==> src/rtl/key_validator.sv <==
module key_validator #(
  parameter int NBUF = 16,
  parameter int NTAB = 16,
  parameter int CW   = 12,
  parameter int DW   = 6,
  parameter int MC   = 2,
  localparam int BW  = $clog2(NBUF),
  localparam int TW  = $clog2(NTAB),
  localparam int SW  = (MC > 1) ? $clog2(MC) : 1
) (
  input  logic          clk,
  input  logic          rst_n,
  input  logic          alloc_req,
  input  logic [CW-1:0] alloc_count,
  output logic          alloc_gnt,
  output logic [BW-1:0] alloc_bid,
  output logic [TW-1:0] alloc_cid,
  input  logic          key_we,
  input  logic [BW-1:0] key_bid,
  input  logic [SW-1:0] key_slot,
  input  logic [CW-1:0] key_val,
  input  logic          chk_req,
  input  logic [DW-1:0] chk_dest,
  input  logic [CW-1:0] chk_key,
  input  logic [TW-1:0] chk_cid,
  output logic          chk_done,
  output logic          chk_ok,
  input  logic          rel_req,
  input  logic [BW-1:0] rel_bid,
  input  logic [TW-1:0] rel_cid
);
  localparam logic [CW-1:0] NB_C = CW'(NBUF);

  logic [NBUF-1:0] buf_v;
  logic [NTAB-1:0] tab_v;
  logic [CW-1:0]   tab_c [NTAB];
  logic [CW-1:0]   key_m [NBUF][MC];
  logic [MC-1:0]   key_v [NBUF];

  logic bfree, tfree, take, key_go, hit, ok_n;
  logic [CW-1:0] rec;
  logic [BW-1:0] rb;

  always_comb begin
    bfree = 1'b0;
    alloc_bid = '0;
    for (int i = NBUF - 1; i >= 0; i--)
      if (!buf_v[i]) begin
        bfree = 1'b1;
        alloc_bid = BW'(i);
      end
  end

  always_comb begin
    tfree = 1'b0;
    alloc_cid = '0;
    for (int i = NTAB - 1; i >= 0; i--)
      if (!tab_v[i]) begin
        tfree = 1'b1;
        alloc_cid = TW'(i);
      end
  end

  assign alloc_gnt = bfree & tfree;
  assign take      = alloc_req & alloc_gnt;
  assign key_go    = key_we & buf_v[key_bid];

  assign rec = chk_key ^ tab_c[chk_cid] ^ {{(CW-DW){1'b0}}, chk_dest};
  assign rb  = rec[BW-1:0];

  always_comb begin
    hit = 1'b0;
    for (int s = 0; s < MC; s++)
      if (key_v[rb][s] && key_m[rb][s] == chk_key) hit = 1'b1;
  end

  assign ok_n = tab_v[chk_cid] & (rec < NB_C) & buf_v[rb] & hit;

  always_ff @(posedge clk or negedge rst_n) begin
    if (!rst_n) begin
      buf_v    <= '0;
      tab_v    <= '0;
      chk_done <= 1'b0;
      chk_ok   <= 1'b0;
      for (int i = 0; i < NBUF; i++) key_v[i] <= '0;
    end else begin
      chk_done <= chk_req;
      chk_ok   <= chk_req & ok_n;
      if (key_go) key_v[key_bid][key_slot] <= 1'b1;
      if (take) begin
        buf_v[alloc_bid] <= 1'b1;
        tab_v[alloc_cid] <= 1'b1;
        key_v[alloc_bid] <= '0;
      end
      if (rel_req) begin
        buf_v[rel_bid] <= 1'b0;
        tab_v[rel_cid] <= 1'b0;
      end
    end
  end

  always_ff @(posedge clk) begin
    if (take) tab_c[alloc_cid] <= alloc_count;
    if (key_go) key_m[key_bid][key_slot] <= key_val;
  end
endmodule

==> config.mk <==
export PLATFORM = sky130hd
export DESIGN_NAME = key_validator
export DESIGN_NICKNAME = d
export VERILOG_FILES = /design/src/rtl/key_validator.sv
export SDC_FILE = /design/constraint.sdc
export NUM_CORES = 1
export LEC_CHECK = 0
export ABC_CLOCK_PERIOD_IN_PS = 9300
export BUFFER_PORTS_ARGS = -buffer_cell sky130_fd_sc_hd__buf_2
export CAP_MARGIN = 20
export CORE_MARGIN = 5
export CORE_UTILIZATION = 35
export CTS_BUF_LIST = sky130_fd_sc_hd__clkbuf_2
export CTS_CLUSTER_DIAMETER = 50
export DETAILED_ROUTE_END_ITERATION = 10
export GPL_TIMING_DRIVEN = 0
export PLACE_DENSITY_LB_ADDON = 0.08
export SLEW_MARGIN = 15
export SYNTH_ARGS = -nofsm -noshare
export SYNTH_HDL_FRONTEND = slang
export SYNTH_SLANG_ARGS = --single-unit
==> constraint.sdc <==
create_clock -name clk -period 9.3 [get_ports clk]
set_input_delay 0.93 -clock clk [delete_from_list [all_inputs] [get_ports clk]]
set_output_delay 0.93 -clock clk [all_outputs]
set_load 0.05 [all_outputs]
# --- Word level (Yosys, flattened, before mapping) ---
# Memories as Yosys holds them, arrays and structs flattened.
# Cells that the tools add are included.
totals:
  regBits: 66
  ram_bits: 576
  inputBits: 65
  output_inout_bits: 11
  memories: 2
op_classes:
  order_cmp: 21
  eq_ne: 2
  n_mux: 101
  n_bitwise: 22
  n_reduce_logical: 10
mem_list:
  columns: ["memory", "words", "word_bits", "read_ports", "rd_clocked_by_memory_dff", "wr", "line_no", "source"]
  rows:
  - ["key_m", 16, 24, 1, 0, 1, "37", "logic [CW-1:0] key_m [NBUF][MC];"]
  - ["tab_c", 16, 12, 1, 0, 1, "36", "logic [CW-1:0] tab_c [NTAB];"]
ops:
  columns: ["cell", "n"]
  rows:
  - ["$mux W4", 32]
  - ["$mux W16", 4]
  - ["$mux W32", 2]
  - ["$mux W1", 45]
  - ["$lt A4 B5 Y1 const B", 7]
  - ["$and A16 B16 Y16", 2]
  - ["$and A32 B32 Y32", 1]
  - ["$not A16 Y16", 2]
  - ["$not A32 Y32", 1]
  - ["$or A16 B16 Y16", 2]
  - ["$or A32 B32 Y32", 1]
  - ["$eq A12 B12 Y1", 2]
  - ["$mux W24", 1]
  - ["$demux W1 S4", 4]
  - ["$demux W2 S4", 2]
  - ["$ge A4 B1 Y1 const B", 4]
  - ["$ge A5 B5 Y1 const B", 3]
  - ["$not A4 Y5", 3]
  - ["$bmux W1 S4", 3]
  - ["$demux W12 S1", 1]
  - ["$lt A12 B5 Y1 const B", 1]
  - ["$mux W12", 1]
  - ["$xor A12 B12 Y12", 1]
  - ["$xor A12 B6 Y12", 1]
  - ["other kinds (11)", 30]

# --- Longest topological paths before layout ---
depth:
  word_depth: 24
  ltp_mapped: 17
  depth_no_buf: 11

# --- Least setup slack after synthesis ---
# Ideal clock, no wire load.
synth_path:
  path_type: "input -> register"
  start: "in chk_cid[3]"
  end: "reg chk_ok"
  setup_time_ps: 95
  arrival_time_ps: 4348
  path_slack_ps: 4856
  stages: 14
  path_cell_list: "buf_2 > buf_2 > mux4_2 > mux4_2 > xor2_1 > clkbuf_1 > clkbuf_1 > nor2_1 > o211ai_1 > nand3_2 > a2111oi_4 > o21ai_1 > or4_1 > o32ai_2"
synth_via:
  elab_chain_cells: 12
  elab_cells_between_ends: 23
  classes_between: "1 x order compare; 2 x eq/ne; 9 x mux; 7 x bitwise; 2 x reduce/logical; 2 x memory"
synth_rtl:
  columns: ["element", "line_no", "source"]
  rows:
  - ["from (decl)", "25", "input logic [TW-1:0] chk_cid,"]
  - ["parallel branches: the longest is 10 deep, another holds $mem_v2 Z16 W24", null, null]
  - ["$and A1 B1 Y1 *", "77", "assign ok_n = tab_v[chk_cid] & (rec < NB_C) & buf_v[rb] & hit;"]
  - ["$and A1 B1 Y1 *", "88", "chk_ok <= chk_req & ok_n;"]
  - ["to (signal assigned)", "88", null]
  - ["to (decl)", "27", "output logic chk_ok,"]
# Mark *: on every way between the ends. The select of a mux whose other input is x is not followed.

# --- Final worst setup path ---
layout_path:
  start: "mem tab_c[8][2]"
  end: "reg chk_ok"
layout_via:
  elab_chain_cells: 12
  elab_cells_between_ends: 21
  classes_between: "1 x order compare; 2 x eq/ne; 7 x mux; 7 x bitwise; 2 x reduce/logical; 2 x memory"
layout_rtl:
  columns: ["element", "line_no", "source"]
  rows:
  - ["from (decl)", "36", null]
  - ["$mem_v2 Z16 W12 *", null, null]
  - ["$xor A12 B12 Y12 *", "68", "assign rec = chk_key ^ tab_c[chk_cid] ^ {{(CW-DW){1'b0}}, chk_dest};"]
  - ["$xor A12 B6 Y12 *", "68", null]
  - ["parallel branches: the longest is 7 deep, another holds $mem_v2 Z16 W24", null, null]
  - ["$and A1 B1 Y1 *", "77", null]
  - ["$and A1 B1 Y1 *", "88", null]
# Marked as above.

==> summary.md <==
| Metric | Value |
|---|---|
| Status | completed |
| Postcts setup bufs | 0 |
| Proportion of synthesized area in mux cells | 11.8% |
| Tot Pwr | 7560 uW |
| # DRC | 0 |
| Clk_lat worst skew | 1.34 ns |
| Largest area contributor in the netlist | edfxtp_1 |
| CP max FO | 10 |
| EDFF count, synth | 576 |
| Critical path class | register to register |
| Synth Area in Compound Gates | 6.99% |
| NumNets Final | 2,086 |
| MaxCap Viol Count | 0 |
| Die ar. | 0.0828 sq mm |
| Cell Int Power | 4900 uW |
| PwrDens | 240 mW/mm^2 |
| Area grow syn2layout | 16.4% |
| Die Span Y | 288 microns |
| Seq pwr share | 45.9% |
| Detailed Route WL | 87,000 microns |
| Setup WS pre-CTS | 2.13 ns |
| RSZ-0062 raised after global routing | no |
| Site Rows | 101 |
| GRT overflow | 0 |
| Hold Vio Cnt, Final | 0 |
| Die width | 288 microns |
| Crit path setup slack, layout | 3.25 ns |
| Largest family of logic cells by synthesized area | multiplexers |
| Crit path DAT | 7.22 ns |
| Min Tclk post-route | 6.05 ns |
| Max IR drop VDD | 0.244 mV |
| Clock transition at path regs | 0.11 ns |
| Synth Area per Inst | 15.9 sq um |
| CTS tree | done |
| Worst setup EP type | register |
| Worst-margin pin slew | 1.17 ns |
| Port bufs | 59 |
| Longest Clk Path Bufs | 3 |
| Synth cell count leaders | edfxtp_1 (576), mux2i_1 (162), nand2_1 (143) |
| Clock sinks | 642 |
| CTS buffer count | 176 |
| Final Cycle Share | 65.0% |
| Synth Register Bits | 642 |
| Leakage | 0.0111 uW |
| XOR/XNOR share of the synthesized area | 2.49% |
| Gr usage total | 21.0% |
| Post-synthesis simple-gate area fraction | 6.39% |
| Comb pwr share | 26.2% |
| H-tree depth | 4 |
| Resize count post-CTS | 0 |
| Final Slew Violations | 0 |
| Syn Nets | 1,763 |
| Ys flop type | edfxtp_1 |
| Psw | 2660 uW |
| Pin count of the biggest net entering global routing | 43 |
| Clock power share | 27.9% |
| Library cells used by synthesis | 67 |
| Synth Instances | 1,698 |
| Vias per std cell | 5.33 |
| Total Neg Setup Slack | 0 ns |
| Max Clock Skew | 0.0983 ns |
| Hold WS | 0.206 ns |
| Root buffer cell | clkbuf_2 |
| FF+latch area | 0.0189 sq mm |
| Routed WL per cell | 27.2 microns |
| Req. time, crit path | 10.47 ns |
| Endpoints failing setup | 0 |
| Core ar. | 0.0762 sq mm |
| Worst slew margin | 21.7% |
| Post-synthesis adder-cell area fraction | 0% |
| Initial Utilization | 35.4% |
| Post-DP HPWL | 57,300 microns |
| Hold WC Path Type | input port to register |
| Seq/Total Area, Yosys | 70.2% |
| Synthesized area | 0.0270 sq mm |
| Sw frac | 35.2% |
| Ys Warns | 0 |
| CP Launch Type | register |
| Initial antenna violation count | 2 |
| Top-count cell post-synth | edfxtp_1 |
| Via Count | 17.1k |
| Share of layout cells above drive strength 1 | 26.6% |
| Fmax | 0.165 GHz |
| Final ANT Viol Nets | 0 |
| Filler cell count in the final layout | 7,132 |
| Vias in the first global route | 17.4k |
| Area contributors post-synth | edfxtp_1 (64%), dfrtp_1 (6.1%), mux2i_1 (6.0%), mux4_2 (5.5%), nand2_1 (2.0%) |
| Fraction of registers with async set/reset | 10.3% |
| Multi-input gate area | 0.00768 sq mm |
| Drt first pass iters | 5 |
| GP Congestion | 0.830 |
| Top-level I/O count | 76 |
| 1st-iter DRT viols | 1,363 |
| Yosys top cell area share | 64.1% |
| First-pass GRT wire length | 124,000 microns |
| FF-to-FF setup slack | 3.25 ns |
critical path: stages, from the launching register on:
cell and delay, ns:
edfxtp_1 0.37, mux4_2 0.47, mux4_2 0.58, xor2_1 0.31
clkbuf_1 0.60, clkbuf_1 0.72, clkbuf_1 0.81, nand2_1 0.11
a32oi_1 0.29, nand2_1 0.10, xnor2_1 0.13, nor4_1 0.69
o21ai_0 0.23, o32ai_2 0.53
per-layer routing:
layer  vias to the layer above  GRT usage, %  part of all wire [%]
met1                      8844          30.2                    46
met4                         0          5.52                   1.8
met2                       674          32.1                    45
met5                         -             0                     0
li1                       7406             -                     -
met3                       129          4.97                   6.8
cells in the final DEF, fill, tap and decap left out, types with 24 or more instances in the layout:
master / n
xnor2_1: 41
a211oi_1: 31
o21a_1: 30
inv_1: 24
clkbuf_2: 270
clkbuf_1: 28
clkinv_1: 31
mux2i_1: 162
buf_4: 27
nor2_1: 44
a21oi_1: 58
mux4_2: 66
buf_2: 90
xor2_1: 29
dfrtp_1: 66
nand2_1: 143
nand3_1: 27
dlygate4sd3_1: 40
edfxtp_1: 576
nor2_2: 29
through the flow:
stage	cells	utilization [%]	instance area [sq um]
after floorplan	1698	-	27000
after global placement	2787	37.5	28600
after detailed placement	2832	38.5	29300
after CTS	3190	41.2	31400
after global routing	3198	41.2	31400
final	3200	41.2	31400
area by class of cell:
cell class                      count  share of cell area, %
Inverter                           26                  0.310
Clock buffer                      269                   4.28
Tap cell                         1030                   4.10
Antenna cell                       10                 0.0796
Sequential cell                   642                   60.3
Timing Repair Buffer              145                   3.98
Buffer                             89                   1.49
Multi-Input combinational cell    941                   24.4
Clock inverter                     48                   1.04
state kept, by name (all words and copies together), names as in the netlist:
| signal | flops |
|---|---|
| tab_c | 192 |
| tab_v | 16 |
| buf_v | 16 |
| chk_ok | 1 |
| key_v | 32 |
| key_m | 384 |
| chk_done | 1 |
power by group through the flow:
stage          clock [uW]  combinational (uW)  sequential [uW]
5_1_grt              2330                2110             3490
6_report             2110                1980             3470
4_1_cts              2180                1980             3470
3_5_place_dp            0                1960             3540
3_3_place_gp            0                1900             3530
2_1_floorplan           0                1220             3500
repair_timing:
action | CTS | global route
setup endpoints to repair | 0 | 0
hold buffers | 41 | 0
hold endpoints to repair | 391 | 0
worst paths after layout:
| kind | depth (start not counted) | from | to |
|---|---|---|---|
| max in group asynchronous | 4 | rst_n | key_v[13]$_DFF_PN0_ |
| max reg2reg | 13 | tab_c[8][2]$_DFFE_PP_ | chk_ok$_DFF_PN0_ |
| min in group asynchronous | 4 | rst_n | key_v[0]$_DFF_PN0_ |
| min | 1 | key_val[10] | key_m[8][10]$_DFFE_PP_ |
| min reg2reg | 1 | key_v[24]$_DFF_PN0_ | key_v[24]$_DFF_PN0_ |
| max | 13 | tab_c[8][2]$_DFFE_PP_ | chk_ok$_DFF_PN0_ |
cells by family (layout without fill, tap and decap cells):
kind of cell           Yosys count  after routing
flip-flops                     642            642
AND/OR/NAND/NOR                374            374
AO/OA/AOI/OAI                  258            258
multiplexers                   236            236
buffers and inverters          115            577
XOR/XNOR                        73             73
other                            0             10
(Power assumes the default switching activity.)
